**src/rtl/twr_pkg.sv**
```systemverilog
package twr_pkg;

    typedef enum logic [2:0] {
        S_IDLE,
        S_ADDR,
        S_WPTR,
        S_WDATA,
        S_ACK,
        S_RDATA,
        S_RACK
    } twr_state_e;

    typedef struct packed {
        logic scl;
        logic sda;
        logic rise;
        logic fall;
        logic start;
        logic stop;
    } twr_line_t;

    function automatic logic id_match(input logic [7:0] hdr, input logic [6:0] id);
        return hdr[7:1] == id;
    endfunction

endpackage

```
**src/rtl/twr_linemon.sv**
```systemverilog
module twr_linemon
    import twr_pkg::*;
#(
    parameter int SYNC_STAGES = 2
) (
    input  logic      clk,
    input  logic      rst,
    input  logic      scl_i,
    input  logic      sda_i,
    output twr_line_t line
);
    logic [SYNC_STAGES:0] scl_p;
    logic [SYNC_STAGES:0] sda_p;

    always_ff @(posedge clk) begin
        if (rst) begin
            scl_p <= '1;
            sda_p <= '1;
        end else begin
            scl_p <= {scl_p[SYNC_STAGES-1:0], scl_i};
            sda_p <= {sda_p[SYNC_STAGES-1:0], sda_i};
        end
    end

    logic scl_s, scl_q, sda_s, sda_q;
    assign scl_s = scl_p[SYNC_STAGES-1];
    assign scl_q = scl_p[SYNC_STAGES];
    assign sda_s = sda_p[SYNC_STAGES-1];
    assign sda_q = sda_p[SYNC_STAGES];

    always_comb begin
        line.scl   = scl_s;
        line.sda   = sda_s;
        line.rise  = scl_s & ~scl_q;
        line.fall  = ~scl_s & scl_q;
        line.start = scl_s & scl_q & sda_q & ~sda_s;
        line.stop  = scl_s & scl_q & ~sda_q & sda_s;
    end
endmodule

```
**src/rtl/twr_ptr.sv**
```systemverilog
module twr_ptr #(
    parameter int NREG = 8,
    parameter int AW   = $clog2(NREG)
) (
    input  logic          clk,
    input  logic          rst,
    input  logic          clr,
    input  logic          load,
    input  logic [AW-1:0] load_val,
    input  logic          inc,
    output logic [AW-1:0] ptr
);
    localparam logic [AW-1:0] LAST = AW'(NREG - 1);

    always_ff @(posedge clk) begin
        if (rst || clr)
            ptr <= '0;
        else if (load)
            ptr <= load_val;
        else if (inc)
            ptr <= (ptr == LAST) ? '0 : ptr + 1'b1;
    end

    AST_PTR_HOLD: assert property (@(posedge clk) disable iff (rst)
        (!clr && !load && !inc) |=> $stable(ptr));
endmodule

```
**src/rtl/twr_regslave.sv**
```systemverilog
module twr_regslave
    import twr_pkg::*;
#(
    parameter logic [6:0] DEV_ID      = 7'b1101000,
    parameter int         NREG        = 8,
    parameter int         DW          = 8,
    parameter int         SYNC_STAGES = 2
) (
    input  logic                    clk,
    input  logic                    rst,
    input  logic                    scl_i,
    input  logic                    sda_i,
    output logic                    sda_oe,
    input  logic                    pwr_fail,
    output logic [$clog2(NREG)-1:0] reg_addr,
    output logic                    reg_wr,
    output logic [DW-1:0]           reg_wdata,
    input  logic [DW-1:0]           reg_rdata
);
    localparam int AW = $clog2(NREG);
    localparam int CW = $clog2(DW + 1);
    localparam logic [CW-1:0] FULL = CW'(DW);

    twr_line_t  ev;
    twr_state_e state, after_ack;
    logic [CW-1:0] cnt;
    logic [DW-1:0] rxsh, txsh;
    logic ack_inc, mack;
    logic ptr_load, ptr_inc, busq;
    logic [AW-1:0] ptr;

    twr_linemon #(.SYNC_STAGES(SYNC_STAGES)) u_line (
        .clk(clk), .rst(rst), .scl_i(scl_i), .sda_i(sda_i), .line(ev)
    );

    // events that a START, STOP or power-fail overrides
    assign busq = !pwr_fail && !ev.start && !ev.stop;

    always_comb begin
        ptr_load = busq && state == S_WPTR && ev.fall && cnt == FULL;
        ptr_inc  = busq && ev.rise &&
                   ((state == S_ACK && ack_inc) || (state == S_RACK && !ev.sda));
    end

    twr_ptr #(.NREG(NREG), .AW(AW)) u_ptr (
        .clk(clk), .rst(rst), .clr(pwr_fail), .load(ptr_load),
        .load_val(rxsh[AW-1:0]), .inc(ptr_inc), .ptr(ptr)
    );

    assign reg_addr = ptr;

    always_ff @(posedge clk) begin
        if (rst) begin
            state     <= S_IDLE;
            after_ack <= S_IDLE;
            cnt       <= '0;
            rxsh      <= '0;
            txsh      <= '0;
            sda_oe    <= 1'b0;
            reg_wr    <= 1'b0;
            reg_wdata <= '0;
            ack_inc   <= 1'b0;
            mack      <= 1'b0;
        end else begin
            reg_wr <= 1'b0;
            if (pwr_fail) begin
                state  <= S_IDLE;
                sda_oe <= 1'b0;
            end else if (ev.start) begin
                state  <= S_ADDR;
                cnt    <= '0;
                sda_oe <= 1'b0;
            end else if (ev.stop) begin
                state  <= S_IDLE;
                sda_oe <= 1'b0;
            end else begin
                case (state)
                    S_ADDR, S_WPTR, S_WDATA: begin
                        if (ev.rise && cnt != FULL) begin
                            rxsh <= {rxsh[DW-2:0], ev.sda};
                            cnt  <= cnt + 1'b1;
                        end else if (ev.fall && cnt == FULL) begin
                            ack_inc <= 1'b0;
                            state   <= S_ACK;
                            sda_oe  <= 1'b1;
                            if (state == S_ADDR) begin
                                if (id_match(rxsh, DEV_ID))
                                    after_ack <= rxsh[0] ? S_RDATA : S_WPTR;
                                else begin
                                    state  <= S_IDLE;
                                    sda_oe <= 1'b0;
                                end
                            end else begin
                                after_ack <= S_WDATA;
                                if (state == S_WDATA) begin
                                    ack_inc   <= 1'b1;
                                    reg_wr    <= 1'b1;
                                    reg_wdata <= rxsh;
                                end
                            end
                        end
                    end
                    S_ACK: begin
                        if (ev.fall) begin
                            cnt    <= '0;
                            state  <= after_ack;
                            sda_oe <= 1'b0;
                            if (after_ack == S_RDATA) begin
                                txsh   <= reg_rdata;
                                sda_oe <= ~reg_rdata[DW-1];
                            end
                        end
                    end
                    S_RDATA: begin
                        if (ev.rise)
                            cnt <= cnt + 1'b1;
                        else if (ev.fall && cnt == FULL) begin
                            sda_oe <= 1'b0;
                            state  <= S_RACK;
                        end else if (ev.fall && cnt != '0) begin
                            txsh   <= txsh << 1;
                            sda_oe <= ~txsh[DW-2];
                        end
                    end
                    S_RACK: begin
                        if (ev.rise)
                            mack <= !ev.sda;
                        else if (ev.fall) begin
                            if (mack) begin
                                txsh   <= reg_rdata;
                                sda_oe <= ~reg_rdata[DW-1];
                                cnt    <= '0;
                                state  <= S_RDATA;
                            end else
                                state  <= S_IDLE;
                        end
                    end
                    default: ;
                endcase
            end
        end
    end

    AST_OE_SCL_HIGH: assert property (@(posedge clk) disable iff (rst)
        (ev.scl && !pwr_fail && !ev.start && !ev.stop) |=> $stable(sda_oe));
    AST_PF_CLEAR: assert property (@(posedge clk) disable iff (rst)
        pwr_fail |=> (!sda_oe && reg_addr == '0 && !reg_wr));
    AST_WR_PULSE: assert property (@(posedge clk) disable iff (rst)
        reg_wr |=> !reg_wr);
    AST_IDLE_QUIET: assert property (@(posedge clk) disable iff (rst)
        (state == S_IDLE) |-> !sda_oe);
endmodule

```
**config.mk**
```make
export PLATFORM = sky130hd
export DESIGN_NAME = twr_regslave
export DESIGN_NICKNAME = d
export VERILOG_FILES = /design/src/rtl/twr_pkg.sv /design/src/rtl/twr_linemon.sv /design/src/rtl/twr_ptr.sv /design/src/rtl/twr_regslave.sv
export SDC_FILE = /design/constraint.sdc
export NUM_CORES = 1
export LEC_CHECK = 0
export BUFFER_PORTS_ARGS = -buffer_cell sky130_fd_sc_hd__clkbuf_2
export CORE_MARGIN = 5
export CORE_UTILIZATION = 42
export CTS_CLUSTER_DIAMETER = 150
export DETAILED_ROUTE_END_ITERATION = 7
export HOLD_SLACK_MARGIN = 0.06
export SYNTH_ARGS = -nofsm -noshare
export SYNTH_HDL_FRONTEND = slang
export SYNTH_SLANG_ARGS = --single-unit
```
**constraint.sdc**
```tcl
create_clock -name clk -period 2.6 [get_ports clk]
set_input_delay 0.26 -clock clk [delete_from_list [all_inputs] [get_ports clk]]
set_output_delay 0.26 -clock clk [all_outputs]
set_load 0.01 [all_outputs]
```
==> results of run 1 <==
-- layout make-up --
cell class | instances | area (um2) | area share (%)
tap | 72 | 90.09 | 3.380
clock buffer | 5 | 68.82 | 2.582
inverter | 7 | 26.28 | 0.9859
clock inverter | 3 | 28.78 | 1.080
timing repair buffer | 30 | 162.7 | 6.103
sequential | 46 | 920.9 | 34.55
multi-input combinational | 191 | 1368 | 51.31
-- logic make-up after synthesis --
logic type,Yosys count
multiplexers,28
AO/OA/AOI/OAI,64
flip-flops,46
adder cells (fa/ha/maj),4
buffers and inverters,24
AND/OR/NAND/NOR,94
XOR/XNOR,1
-- metrics by stage --
step	power (mW)	area [um2]
2_1_floorplan	0.7691	2414
3_3_place_gp	0.7892	2567
3_5_place_dp	0.7892	2567
4_1_cts	1.271	2665
5_1_grt	1.308	2665
6_report	1.245	2665
-- worst max-delay path, stage by stage, from the launching register on --
cell and delay (ns):
sky130_fd_sc_hd__dfxtp_1 0.40, sky130_fd_sc_hd__inv_1 0.08, sky130_fd_sc_hd__ha_1 0.24, sky130_fd_sc_hd__and2b_1 0.18
sky130_fd_sc_hd__or3_4 0.34, sky130_fd_sc_hd__a211oi_4 0.53, sky130_fd_sc_hd__a21oi_1 0.16, sky130_fd_sc_hd__a311oi_2 0.26
-- registers in the layout (all words and copies together) (netlist names) --
name	flops
reg_wdata	8
rxsh	8
txsh	7
cnt	4
after_ack	3
state	3
u_line.scl_p	3
u_line.sda_p	3
u_ptr.ptr	3
ack_inc	1
mack	1
reg_wr	1
sda_oe	1
-- per-layer routing --
metal | vias to the layer above | GRT usage (%) | part of all wire, %
li1 | 981 | - | -
met1 | 887 | 21.52 | 51
met2 | 24 | 22.53 | 46
met3 | 2 | 3.074 | 2.7
met4 | 0 | 3.453 | 0.57
met5 | - | 0 | 0
-- power by group --
part | total (mW) | internal [mW] | switching, mW
Combinational | 0.0585 | 0.0235 | 0.0349
Clock | 0.473 | 0.201 | 0.271
Sequential | 0.714 | 0.708 | 0.00574
-- synthesized netlist by cell type (all sizes together), types with 2 or more instances --
master   number  area (um2)
nand3b        4       30.03
nand3         8       40.04
o21a          2       15.01
nor3          3       26.28
dfxtp        46       920.9
ha            4       50.05
nor2b         9       56.30
nor4bb        2       20.02
a211oi        3       35.03
nand2b        8       57.55
o21ai         5       28.78
a21o          2       15.01
a211o         2       17.52
nand2         6       22.52
a311oi       10       112.6
or2           8       50.05
mux2i        28       280.3
o31ai         5       37.54
inv           7       26.28
o211ai        2       15.01
a21oi        22       110.1
clkbuf        5       18.77
nand4b        3       26.28
nor2         34       127.6
buf          12       80.07
a2111oi       2       36.29
or3           3       23.77
-- cell usage in the layout (no fill, tap or decap), drive strengths merged, types with 2 or more instances in the layout --
cell type	instances
o21ai	5
nor3	3
or2	8
nor2	34
clkbuf	30
buf	5
a2111oi	2
nand3	8
or3	3
a211o	2
mux2i	28
nand2b	8
o31ai	5
inv	9
o21a	2
o211ai	2
a21oi	22
nor2b	9
nand2	6
a311oi	10
a211oi	3
ha	4
a21o	2
nor4bb	2
nand4b	3
nand3b	4
dfxtp	46
-- path summary, 6_finish.rpt --
path / from / endpoint / slack (ns) / depth (start not counted)
setup reg to reg: cnt[0] / txsh[6] / 0.33 / 7
hold / removal: scl_i / u_line.scl_p[0] / 0.13 / 2
hold reg to reg: u_line.scl_p[0] / u_line.scl_p[1] / 0.42 / 1
setup / recovery: cnt[0] / txsh[6] / 0.33 / 7
==> flow_summary.html, run 1 <==
<table>
<tr><th>Metric</th><th>Value</th></tr>
<tr><th colspan="2">Cells and area</th></tr>
<tr><td>Final cell utilization of the core</td><td>48.10%</td></tr>
<tr><td>Layout cells sized above 1</td><td>20.21%</td></tr>
<tr><td>Area overhead of the layout relative to synthesis</td><td>10.42%</td></tr>
<tr><td>Ant. Diodes</td><td>0</td></tr>
<tr><td>Filler cells</td><td>576</td></tr>
<tr><td>Final Net Count</td><td>298</td></tr>
<tr><td>Final std cells w/o fill</td><td>354</td></tr>
<tr><th colspan="2">Synth</th></tr>
<tr><td>Post-synth EDFFs</td><td>0</td></tr>
<tr><td>Number of warnings reported in the yosys synthesis log</td><td>0</td></tr>
<tr><td>Share of synthesized area occupied by flip-flops and latches</td><td>a little under two fifths</td></tr>
<tr><td>Area fraction in compound gates after synthesis</td><td>20.63%</td></tr>
<tr><td>Post-synthesis instance total</td><td>261</td></tr>
<tr><td>Synth Area in Simple Gates</td><td>21.98%</td></tr>
<tr><td>Synthesized area per cell</td><td>9.247 um2</td></tr>
<tr><td>Area of the mapped netlist</td><td>2414 um2</td></tr>
<tr><td>Adder-cell share of the synthesized area</td><td>~2.1%</td></tr>
<tr><td>Synth Area in XOR/XNOR</td><td>less than 1%</td></tr>
<tr><td>Largest family of logic cells by synthesized area</td><td>simple AND/OR/NAND/NOR gates</td></tr>
<tr><td>Share of synthesized area spent on multiplexers</td><td>11.61%</td></tr>
<tr><td>Number of distinct library cell variants in the gate-level netlist after synthesis</td><td>52</td></tr>
<tr><td>Main flop type after synthesis</td><td>sky130_fd_sc_hd__dfxtp_1</td></tr>
<tr><td>Flop and latch count out of synthesis</td><td>46</td></tr>
<tr><td>Mapped Nets</td><td>278</td></tr>
<tr><td>Share of flip-flops with an asynchronous set or reset</td><td>0%</td></tr>
<tr><th colspan="2">STA</th></tr>
<tr><td>Final worst-path setup slack</td><td>between 0.3 and 0.4 ns</td></tr>
<tr><td>Max-slew headroom</td><td>a little over half</td></tr>
<tr><td>Total of endpoints with negative setup slack in the final report</td><td>0</td></tr>
<tr><td>Max Transition Viols Final</td><td>0</td></tr>
<tr><td>Setup repair after global routing missed its margin</td><td>no</td></tr>
<tr><td>Final number of hold-violating endpoints</td><td>0</td></tr>
<tr><td>Final period util</td><td>roughly 87%</td></tr>
<tr><td>Final sum of negative setup slack</td><td>0 ns</td></tr>
<tr><td>Transition time at the pin with the least slew margin</td><td>between 0.6 and 0.7 ns</td></tr>
<tr><td>Final hold slack</td><td>0.1311 ns</td></tr>
<tr><td>Minimum clock period after layout</td><td>2.268 ns</td></tr>
<tr><td>Top achievable clock speed</td><td>between 400 and 500 MHz</td></tr>
<tr><td>Final worst clock skew</td><td>0.004310 ns</td></tr>
<tr><th colspan="2">Placement</th></tr>
<tr><td>Count of port buffers added during placement</td><td>25</td></tr>
<tr><td>HPWL Detailed</td><td>3.688 mm</td></tr>
<tr><td>Setup slack at placement</td><td>0.3656 ns</td></tr>
<tr><td>Placer's final routability congestion estimate</td><td>around 0.85</td></tr>
<tr><td>Inst Count DP</td><td>approximately 350</td></tr>
<tr><th colspan="2">Floorplan</th></tr>
<tr><td># IOs</td><td>26</td></tr>
<tr><td>Width of the die</td><td>85.81 um</td></tr>
<tr><td>Area inside the core boundary</td><td>5540 um2</td></tr>
<tr><td>Chip height</td><td>85.81 um</td></tr>
<tr><td>Initial Utilization</td><td>43.56%</td></tr>
<tr><td>Row count</td><td>27</td></tr>
<tr><td>Die footprint</td><td>7363 um2</td></tr>
<tr><th colspan="2">Power</th></tr>
<tr><td>Pwr Density</td><td>roughly 470 nW/um2</td></tr>
<tr><td>Peak ir drop on the vdd network</td><td>around 330 uV</td></tr>
<tr><td>Static Leak</td><td>1.057 nW</td></tr>
<tr><th colspan="2">Clocking</th></tr>
<tr><td>Clock net sink count</td><td>46</td></tr>
<tr><td>Number of setup buffers added after CTS</td><td>0</td></tr>
<tr><td>Quantity of hold-fixing buffers added after cts</td><td>0</td></tr>
<tr><td>Clock transition at the registers of the reported paths</td><td>0.10 ns</td></tr>
<tr><td>Largest buffer count on any clock path</td><td>2</td></tr>
<tr><td>Resize count post-CTS</td><td>0</td></tr>
<tr><td>Num CTS Buffers</td><td>5</td></tr>
<tr><td>Deepest level of the CTS H-tree</td><td>2</td></tr>
<tr><td>Root Buffer Master</td><td>sky130_fd_sc_hd__clkbuf_8</td></tr>
<tr><td>TritonCTS clock tree</td><td>yes</td></tr>
<tr><td>Clock latency on the worst-skew pair</td><td>0.30 ns</td></tr>
<tr><th colspan="2">Critical path</th></tr>
<tr><td>Startpoint Class</td><td>flip-flop</td></tr>
<tr><td>CP required</td><td>2.82 ns</td></tr>
<tr><td>Data arrival time at the worst-slack endpoint</td><td>between 2 and 2.5 ns</td></tr>
<tr><td>Highest fanout seen on the critical path</td><td>13</td></tr>
<tr><td>Capturing element type of the critical path</td><td>flip-flop</td></tr>
<tr><td>Type of the worst setup path</td><td>reg -&gt; reg</td></tr>
<tr><th colspan="2">Global routing</th></tr>
<tr><td>Wire length of the first global-routing pass</td><td>8.949 mm</td></tr>
<tr><td>Number of antenna violations at the first check in global routing</td><td>0</td></tr>
<tr><td>Total overflow reported by the global router</td><td>0</td></tr>
<tr><td>Combined global-route utilization of all metal layers</td><td>14.84%</td></tr>
<tr><td>Largest net degree at the start of global routing</td><td>24</td></tr>
<tr><td>Vias in the first global route</td><td>1,831</td></tr>
<tr><th colspan="2">Routing</th></tr>
<tr><td>Number of antenna-violating nets in the routed design</td><td>0</td></tr>
<tr><td>Vias</td><td>between 1,500 and 2,000</td></tr>
<tr><td>Total wire length</td><td>5.132 mm</td></tr>
<tr><td>Routed WL per cell</td><td>14.50 um</td></tr>
<tr><td>DRC violations left</td><td>0</td></tr>
<tr><td>First drt pass iteration count</td><td>4</td></tr>
<tr><td>Drt via density</td><td>about 5.4</td></tr>
<tr><td>Number of DRC markers after the initial detailed-route iteration</td><td>a little under 100</td></tr>
<tr><th colspan="2">Flow run</th></tr>
<tr><td>Maximum Capacitance Violations</td><td>0</td></tr>
<tr><th colspan="2">Hold path</th></tr>
<tr><td>Path type of the worst min-delay path</td><td>in -&gt; reg</td></tr>
<tr><th colspan="2">Outcome</th></tr>
<tr><td>Result of the run</td><td>finished clean</td></tr>
</table>
No activity file was read; power rests on OpenSTA's default activity.
==> run 2, diff against run 1 <==
CORE_MARGIN = unset   (was 5)
MAX_ROUTING_LAYER = met4   (was unset)
==> flow_summary.html, run 2 (synthesis results as in run 1) <==
<table>
<tr><th>Metric</th><th>Value</th></tr>
<tr><th colspan="2">Clocking</th></tr>
<tr><td>Clock net sink count</td><td>46 (unchanged)</td></tr>
<tr><td>Deepest level of the CTS H-tree</td><td>2 (unchanged)</td></tr>
<tr><td>TritonCTS clock tree</td><td>yes</td></tr>
<tr><td>Clock transition at the registers of the reported paths</td><td>0.08 ns (-0.02 ns)</td></tr>
<tr><td>Clock latency on the worst-skew pair</td><td>0.30 ns (about the same)</td></tr>
<tr><td>Resize count post-CTS</td><td>0 (unchanged)</td></tr>
<tr><td>Largest buffer count on any clock path</td><td>2 (unchanged)</td></tr>
<tr><td>Quantity of hold-fixing buffers added after cts</td><td>0 (unchanged)</td></tr>
<tr><td>Root Buffer Master</td><td>sky130_fd_sc_hd__clkbuf_8</td></tr>
<tr><td>Num CTS Buffers</td><td>5 (unchanged)</td></tr>
<tr><td>Number of setup buffers added after CTS</td><td>0 (unchanged)</td></tr>
<tr><th colspan="2">Cells and area</th></tr>
<tr><td>Ant. Diodes</td><td>0 (unchanged)</td></tr>
<tr><td>Highest-count cells in the layout ignoring fill and taps</td><td>sky130_fd_sc_hd__dfxtp_1 (46), sky130_fd_sc_hd__nor2_1 (34), sky130_fd_sc_hd__mux2i_1 (28)</td></tr>
<tr><td>Finished Cell Area</td><td>2695 um2 (+1.1%)</td></tr>
<tr><td>Area overhead of the layout relative to synthesis</td><td>11.66%</td></tr>
<tr><td>Final std cells w/o fill</td><td>355 (+0.28%)</td></tr>
<tr><td>Final Net Count</td><td>300 (+0.67%)</td></tr>
<tr><td>Largest registers ranked by flip-flop count</td><td>reg_wdata (8), rxsh (8), txsh (7)</td></tr>
<tr><td>Leading cell type in the layout, fill and taps excluded</td><td>sky130_fd_sc_hd__dfxtp_1</td></tr>
<tr><td>Layout cells sized above 1</td><td>20.49% (+0.28 points)</td></tr>
<tr><th colspan="2">Critical path</th></tr>
<tr><td>R2R depth</td><td>7 (unchanged)</td></tr>
<tr><td>Startpoint Class</td><td>flip-flop</td></tr>
<tr><td>Data arrival time at the worst-slack endpoint</td><td>2.54 ns (+0.05 ns)</td></tr>
<tr><td>Launching instance or port of the critical path</td><td>cnt[0]</td></tr>
<tr><td>CP required</td><td>2.81 ns (about the same)</td></tr>
<tr><td>Type of the worst setup path</td><td>reg -&gt; reg</td></tr>
<tr><td>Worst reg2reg startpoint</td><td>cnt[0]</td></tr>
<tr><td>Capturing element type of the critical path</td><td>flip-flop</td></tr>
<tr><td>Highest fanout seen on the critical path</td><td>13 (unchanged)</td></tr>
<tr><td>Capture instance of the worst register-to-register path</td><td>txsh[4]</td></tr>
<tr><td>Register-to-Register Setup Slack</td><td>0.28 ns (-0.06 ns)</td></tr>
<tr><td>Crit path to</td><td>txsh[4]</td></tr>
<tr><th colspan="2">Routing</th></tr>
<tr><td>Routed WL per cell</td><td>13.99 um (-3.5%)</td></tr>
<tr><td>Vias</td><td>1,896 (+0.11%)</td></tr>
<tr><td>DRC violations left</td><td>0 (unchanged)</td></tr>
<tr><td>First drt pass iteration count</td><td>4 (unchanged)</td></tr>
<tr><td>Number of DRC markers after the initial detailed-route iteration</td><td>149 (+52%)</td></tr>
<tr><td>Total wire length</td><td>4.968 mm (-3.2%)</td></tr>
<tr><td>Number of antenna-violating nets in the routed design</td><td>0 (unchanged)</td></tr>
<tr><td>Drt via density</td><td>5.341 (-0.18%)</td></tr>
<tr><th colspan="2">Global routing</th></tr>
<tr><td>Wire length of the first global-routing pass</td><td>8.811 mm (-1.5%)</td></tr>
<tr><td>Largest net degree at the start of global routing</td><td>26 (+8.3%)</td></tr>
<tr><td>Vias in the first global route</td><td>1,843 (+0.66%)</td></tr>
<tr><td>Combined global-route utilization of all metal layers</td><td>18.86% (+4.0 points)</td></tr>
<tr><td>Number of antenna violations at the first check in global routing</td><td>0 (unchanged)</td></tr>
<tr><td>Total overflow reported by the global router</td><td>0 (unchanged)</td></tr>
<tr><th colspan="2">STA</th></tr>
<tr><td>Final number of hold-violating endpoints</td><td>0 (unchanged)</td></tr>
<tr><td>Final worst clock skew</td><td>0.006299 ns (+0.001989 ns)</td></tr>
<tr><td>Transition time at the pin with the least slew margin</td><td>0.7178 ns (+0.01991 ns)</td></tr>
<tr><td>Total of endpoints with negative setup slack in the final report</td><td>0 (unchanged)</td></tr>
<tr><td>Minimum clock period after layout</td><td>2.324 ns (+0.05567 ns)</td></tr>
<tr><td>Final worst-path setup slack</td><td>0.2760 ns (-0.05567 ns)</td></tr>
<tr><td>Max Transition Viols Final</td><td>0 (unchanged)</td></tr>
<tr><td>Max-slew headroom</td><td>52.14% (-1.3 points)</td></tr>
<tr><td>Setup repair after global routing missed its margin</td><td>no</td></tr>
<tr><td>Final sum of negative setup slack</td><td>0 ns (unchanged)</td></tr>
<tr><td>Final period util</td><td>89.38% (+2.1 points)</td></tr>
<tr><td>Top achievable clock speed</td><td>430.3 MHz (-2.4%)</td></tr>
<tr><th colspan="2">Floorplan</th></tr>
<tr><td>Die footprint</td><td>6054 um2 (-18%)</td></tr>
<tr><td>Area inside the core boundary</td><td>5507 um2 (-0.61%)</td></tr>
<tr><td>Row count</td><td>27 (unchanged)</td></tr>
<tr><td>Initial Utilization</td><td>43.83% (+0.27 points)</td></tr>
<tr><td>Chip height</td><td>77.81 um (-9.3%)</td></tr>
<tr><td># IOs</td><td>26 (unchanged)</td></tr>
<tr><td>Width of the die</td><td>77.81 um (-9.3%)</td></tr>
<tr><th colspan="2">Placement</th></tr>
<tr><td>Post-placement cell area</td><td>2582 um2 (+0.59%)</td></tr>
<tr><td>Setup slack at placement</td><td>0.3284 ns (-0.03717 ns)</td></tr>
<tr><td>HPWL Detailed</td><td>3.549 mm (-3.8%)</td></tr>
<tr><td>Count of port buffers added during placement</td><td>25 (unchanged)</td></tr>
<tr><td>Inst Count DP</td><td>348 (+0.58%)</td></tr>
<tr><td>Placer's final routability congestion estimate</td><td>0.8840 (+3.5%)</td></tr>
<tr><th colspan="2">Power</th></tr>
<tr><td>Pwr Density</td><td>487.1 nW/um2 (+4.3%)</td></tr>
<tr><td>Peak ir drop on the vdd network</td><td>281.9 uV (-14%)</td></tr>
<tr><td>Static Leak</td><td>1.075 nW (+1.7%)</td></tr>
<tr><th colspan="2">Outcome</th></tr>
<tr><td>Result of the run</td><td>finished clean</td></tr>
<tr><th colspan="2">Hold path</th></tr>
<tr><td>Path type of the worst min-delay path</td><td>in -&gt; reg</td></tr>
<tr><td>Hold Path Depth</td><td>2 (unchanged)</td></tr>
<tr><th colspan="2">Flow run</th></tr>
<tr><td>Maximum Capacitance Violations</td><td>0 (unchanged)</td></tr>
</table>
-- run 2: stage by stage --
step | utilization, % | total power, mW | hold slack, ns
floorplan | - | 0.7691 | 0.3638
global placement | 46.90 | 0.7896 | 0.3913
detailed placement | 46.90 | 0.7892 | 0.3940
CTS | 48.94 | 1.335 | 0.1339
global route | 48.94 | 1.373 | 0.1281
finish | 48.94 | 1.313 | 0.1452
-- run 2: worst max-delay path, stage by stage (launching register included) --
cell	delay, ns
sky130_fd_sc_hd__dfxtp_1	0.39
sky130_fd_sc_hd__inv_1	0.08
sky130_fd_sc_hd__ha_1	0.24
sky130_fd_sc_hd__and2b_1	0.19
sky130_fd_sc_hd__or3_4	0.34
sky130_fd_sc_hd__a211oi_4	0.58
sky130_fd_sc_hd__a21oi_1	0.17
sky130_fd_sc_hd__a311oi_2	0.26
-- run 2: how the worst min path moves through the flow --
stage	start	end	slack, ns
2_1_floorplan	scl_i	u_line.scl_p[0]	0.36
3_3_place_gp	u_line.scl_p[0]	u_line.scl_p[1]	0.39
3_5_place_dp	u_line.scl_p[0]	u_line.scl_p[1]	0.39
4_1_cts	scl_i	u_line.scl_p[0]	0.13
5_1_grt	sda_i	u_line.sda_p[0]	0.13
6_report	scl_i	u_line.scl_p[0]	0.15
-- run 2: layer usage --
| layer | track usage [%] | routed length [um] |
|---|---|---|
| met5 | - | 0 |
| met4 | 7.358 | 63 |
| met3 | 3.529 | 139 |
| met2 | 29.29 | 2280 |
| met1 | 24.18 | 2485 |
-- run 2: report_power, final --
| group | total [mW] | switching, mW | leakage (nW) | internal (mW) |
|---|---|---|---|---|
| sequential | 0.714 | 0.00607 | 0.372 | 0.708 |
| clock | 0.540 | 0.232 | 0.0573 | 0.308 |
| combinational | 0.0591 | 0.0356 | 0.646 | 0.0235 |
-- run 2: layout make-up --
class,count,area [um2]
Fill cell,521,2811
Clock buffer,6,82.58
Inverter,7,26.28
Timing Repair Buffer,32,177.7
Tap cell,72,90.09
Multi-Input combinational cell,191,1368
Sequential cell,46,920.9
Clock inverter,1,30.03
==> run 3, diff against run 2 <==
CORE_UTILIZATION = 35   (was 42)
PLACE_DENSITY = 0.5   (was unset)
==> flow_summary.html, run 3 (synthesis results as in run 1) <==
<table>
<tr><th>Metric</th><th>Value</th></tr>
<tr><th colspan="2">Outcome</th></tr>
<tr><td>Result of the run</td><td>finished clean</td></tr>
<tr><th colspan="2">Power</th></tr>
<tr><td>Static Leak</td><td>1.083 nW (+0.76%)</td></tr>
<tr><td>Peak ir drop on the vdd network</td><td>256.0 uV (-9.2%)</td></tr>
<tr><td>Tot Pwr</td><td>1.324 mW (+0.85%)</td></tr>
<tr><td>Pwr Density</td><td>486.5 nW/um2 (-0.13%)</td></tr>
<tr><th colspan="2">Critical path</th></tr>
<tr><td>Capture instance of the worst register-to-register path</td><td>txsh[6]</td></tr>
<tr><td>Worst reg2reg startpoint</td><td>cnt[0]</td></tr>
<tr><td>Critical path cell sequence</td><td>inv_1, ha_1, and2b_1, or3_4, a211oi_4, a21oi_1, a311oi_2</td></tr>
<tr><td>Highest fanout seen on the critical path</td><td>13 (unchanged)</td></tr>
<tr><td>Data arrival time at the worst-slack endpoint</td><td>2.61 ns (+0.07 ns)</td></tr>
<tr><td>Largest stage delay on the critical path</td><td>0.59 ns (about the same)</td></tr>
<tr><td>Capturing element type of the critical path</td><td>flip-flop</td></tr>
<tr><td>Launching instance or port of the critical path</td><td>cnt[0]</td></tr>
<tr><td>Type of the worst setup path</td><td>reg -&gt; reg</td></tr>
<tr><td>Register-to-Register Setup Slack</td><td>0.20 ns (-0.08 ns)</td></tr>
<tr><td>Startpoint Class</td><td>flip-flop</td></tr>
<tr><td>CP required</td><td>2.81 ns (about the same)</td></tr>
<tr><td>Slowest CP cell</td><td>sky130_fd_sc_hd__a211oi_4</td></tr>
<tr><td>Critical path's top delay family</td><td>compound AO/OA/AOI/OAI gates</td></tr>
<tr><td>Combined buffer and inverter count along the critical path</td><td>1 (unchanged)</td></tr>
<tr><td>R2R depth</td><td>7 (unchanged)</td></tr>
<tr><th colspan="2">Clocking</th></tr>
<tr><td>Deepest level of the CTS H-tree</td><td>2 (unchanged)</td></tr>
<tr><td>Clock net sink count</td><td>46 (unchanged)</td></tr>
<tr><td>Largest buffer count on any clock path</td><td>2 (unchanged)</td></tr>
<tr><td>Clock transition at the registers of the reported paths</td><td>0.09 ns (about the same)</td></tr>
<tr><td>TritonCTS clock tree</td><td>yes</td></tr>
<tr><td>Num CTS Buffers</td><td>5 (unchanged)</td></tr>
<tr><td>Quantity of hold-fixing buffers added after cts</td><td>0 (unchanged)</td></tr>
<tr><td>Resize count post-CTS</td><td>0 (unchanged)</td></tr>
<tr><td>Root Buffer Master</td><td>sky130_fd_sc_hd__clkbuf_8</td></tr>
<tr><td>Clock latency on the worst-skew pair</td><td>0.30 ns (about the same)</td></tr>
<tr><td>Number of setup buffers added after CTS</td><td>0 (unchanged)</td></tr>
<tr><th colspan="2">Floorplan</th></tr>
<tr><td>Area inside the core boundary</td><td>6495 um2 (+18%)</td></tr>
<tr><td>Initial Utilization</td><td>37.16% (-6.7 points)</td></tr>
<tr><td>Chip height</td><td>85.04 um (+9.3%)</td></tr>
<tr><td>Row count</td><td>29 (+7.4%)</td></tr>
<tr><td>Width of the die</td><td>85.04 um (+9.3%)</td></tr>
<tr><td>Die footprint</td><td>7232 um2 (+19%)</td></tr>
<tr><td># IOs</td><td>26 (unchanged)</td></tr>
<tr><th colspan="2">Hold path</th></tr>
<tr><td>Worst Hold Launch</td><td>sda_i</td></tr>
<tr><td>Hold Path Depth</td><td>2 (unchanged)</td></tr>
<tr><td>Path type of the worst min-delay path</td><td>in -&gt; reg</td></tr>
<tr><td>End point of the worst hold path</td><td>u_line.sda_p[0]</td></tr>
<tr><th colspan="2">Cells and area</th></tr>
<tr><td>Area overhead of the layout relative to synthesis</td><td>12.75%</td></tr>
<tr><td>Area taken by multi-input logic gates</td><td>1368 um2 (unchanged)</td></tr>
<tr><td>Final Net Count</td><td>301 (+0.33%)</td></tr>
<tr><td>Storage element area</td><td>920.9 um2 (unchanged)</td></tr>
<tr><td>Largest registers ranked by flip-flop count</td><td>reg_wdata (8), rxsh (8), txsh (7)</td></tr>
<tr><td>Filler cells</td><td>635 (+22%)</td></tr>
<tr><td>Leading cell type in the layout, fill and taps excluded</td><td>sky130_fd_sc_hd__dfxtp_1</td></tr>
<tr><td>Layout cells sized above 1</td><td>21.05% (+0.56 points)</td></tr>
<tr><td>Finished Cell Area</td><td>2721 um2 (+0.98%)</td></tr>
<tr><td>Ant. Diodes</td><td>0 (unchanged)</td></tr>
<tr><td>Highest-count cells in the layout ignoring fill and taps</td><td>sky130_fd_sc_hd__dfxtp_1 (46), sky130_fd_sc_hd__nor2_1 (34), sky130_fd_sc_hd__mux2i_1 (28)</td></tr>
<tr><th colspan="2">Routing</th></tr>
<tr><td>Number of DRC markers after the initial detailed-route iteration</td><td>115 (-23%)</td></tr>
<tr><td>First drt pass iteration count</td><td>5 (+1)</td></tr>
<tr><td>Vias</td><td>1,938 (+2.2%)</td></tr>
<tr><td>Total wire length</td><td>5.381 mm (+8.3%)</td></tr>
<tr><td>Met3 Wirelength</td><td>200 um (+44%)</td></tr>
<tr><td>Drt via density</td><td>5.354 (+0.24%)</td></tr>
<tr><td>DRC violations left</td><td>0 (unchanged)</td></tr>
<tr><td>Amount of wire on met2 after detailed routing</td><td>2.511 mm (+10%)</td></tr>
<tr><td>Routed WL per cell</td><td>14.86 um (+6.2%)</td></tr>
<tr><td>Uppermost metal layer occupied by signal nets</td><td>met4</td></tr>
<tr><td>Number of antenna-violating nets in the routed design</td><td>0 (unchanged)</td></tr>
<tr><td>Met1 layer wirelength in the final routing</td><td>2.538 mm (+2.1%)</td></tr>
<tr><th colspan="2">Placement</th></tr>
<tr><td>Post-placement cell area</td><td>2609 um2 (+1.0%)</td></tr>
<tr><td>Count of port buffers added during placement</td><td>25 (unchanged)</td></tr>
<tr><td>HPWL Detailed</td><td>3.821 mm (+7.7%)</td></tr>
<tr><td>Placer's final routability congestion estimate</td><td>0.8154 (-7.8%)</td></tr>
<tr><th colspan="2">STA</th></tr>
<tr><td>Setup repair after global routing missed its margin</td><td>no</td></tr>
<tr><td>Final period util</td><td>92.45% (+3.1 points)</td></tr>
<tr><td>Final number of hold-violating endpoints</td><td>0 (unchanged)</td></tr>
<tr><td>Final sum of negative setup slack</td><td>0 ns (unchanged)</td></tr>
<tr><td>Final worst clock skew</td><td>0.006617 ns (+0.0003183 ns)</td></tr>
<tr><td>Max Transition Viols Final</td><td>0 (unchanged)</td></tr>
<tr><td>Minimum clock period after layout</td><td>2.404 ns (+0.07980 ns)</td></tr>
<tr><td>Max-slew headroom</td><td>52.11% (about the same)</td></tr>
<tr><td>Transition time at the pin with the least slew margin</td><td>0.7003 ns (-0.01754 ns)</td></tr>
<tr><td>Total of endpoints with negative setup slack in the final report</td><td>0 (unchanged)</td></tr>
<tr><td>Top achievable clock speed</td><td>416.0 MHz (-3.3%)</td></tr>
<tr><th colspan="2">Global routing</th></tr>
<tr><td>Total overflow reported by the global router</td><td>0 (unchanged)</td></tr>
<tr><td>Vias in the first global route</td><td>1,998 (+8.4%)</td></tr>
<tr><td>Wire length of the first global-routing pass</td><td>9.411 mm (+6.8%)</td></tr>
<tr><td>Number of antenna violations at the first check in global routing</td><td>0 (unchanged)</td></tr>
<tr><td>Largest net degree at the start of global routing</td><td>28 (+7.7%)</td></tr>
<tr><td>Combined global-route utilization of all metal layers</td><td>16.67% (-2.2 points)</td></tr>
<tr><th colspan="2">Flow run</th></tr>
<tr><td>Maximum Capacitance Violations</td><td>0 (unchanged)</td></tr>
</table>
run 3: report_power, final:
part | switching [mW] | total (mW) | internal [mW]
Combinational | 0.0368 | 0.0612 | 0.0244
Sequential | 0.00558 | 0.713 | 0.708
Clock | 0.261 | 0.549 | 0.288
Total | 0.303 | 1.32 | 1.02
run 3: area by class of cell:
| class | count | area share (%) |
|---|---|---|
| sequential | 46 | 33.84 |
| timing repair buffer | 33 | 7.264 |
| clock buffer | 5 | 2.529 |
| tap | 77 | 3.540 |
| clock inverter | 3 | 1.609 |
| inverter | 7 | 0.9655 |
| multi-input combinational | 191 | 50.25 |
run 3: worst max-delay path by stage:
| stage | depth (start not counted) | end | slack, ns |
|---|---|---|---|
| 2_1_floorplan | 8 | txsh[3] | 0.62 |
| 3_3_place_gp | 7 | txsh[3] | 0.34 |
| 3_5_place_dp | 7 | txsh[6] | 0.25 |
| 4_1_cts | 7 | txsh[6] | 0.21 |
| 5_1_grt | 7 | txsh[2] | 0.02 |
| 6_report | 7 | txsh[6] | 0.20 |
run 3: metrics by stage:
stage          instances  hold slack (ns)  setup WS (ns)  utilization, %
2_1_floorplan        261           0.3638         0.6170               -
3_3_place_gp         354           0.3912         0.3443           40.17
3_5_place_dp         354           0.3932         0.2477           40.17
4_1_cts              362           0.1179         0.2082           41.90
5_1_grt              362           0.1177        0.01957           41.90
6_report             362           0.1262         0.1962           41.90
run 3: metal layers:
layer  GRT usage (%)  vias to the layer above
met3           3.307                       13
li1                -                      987
met1           21.20                      899
met4           6.780                        0
met5               -                        -
met2           25.95                       39
run 3: worst register-to-register path, stage by stage (launching register included):
cell and delay, ns:
sky130_fd_sc_hd__dfxtp_1 0.41, sky130_fd_sc_hd__inv_1 0.09, sky130_fd_sc_hd__ha_1 0.25, sky130_fd_sc_hd__and2b_1 0.19, sky130_fd_sc_hd__or3_4 0.34, sky130_fd_sc_hd__a211oi_4 0.59, sky130_fd_sc_hd__a21oi_1 0.17, sky130_fd_sc_hd__a311oi_2 0.28
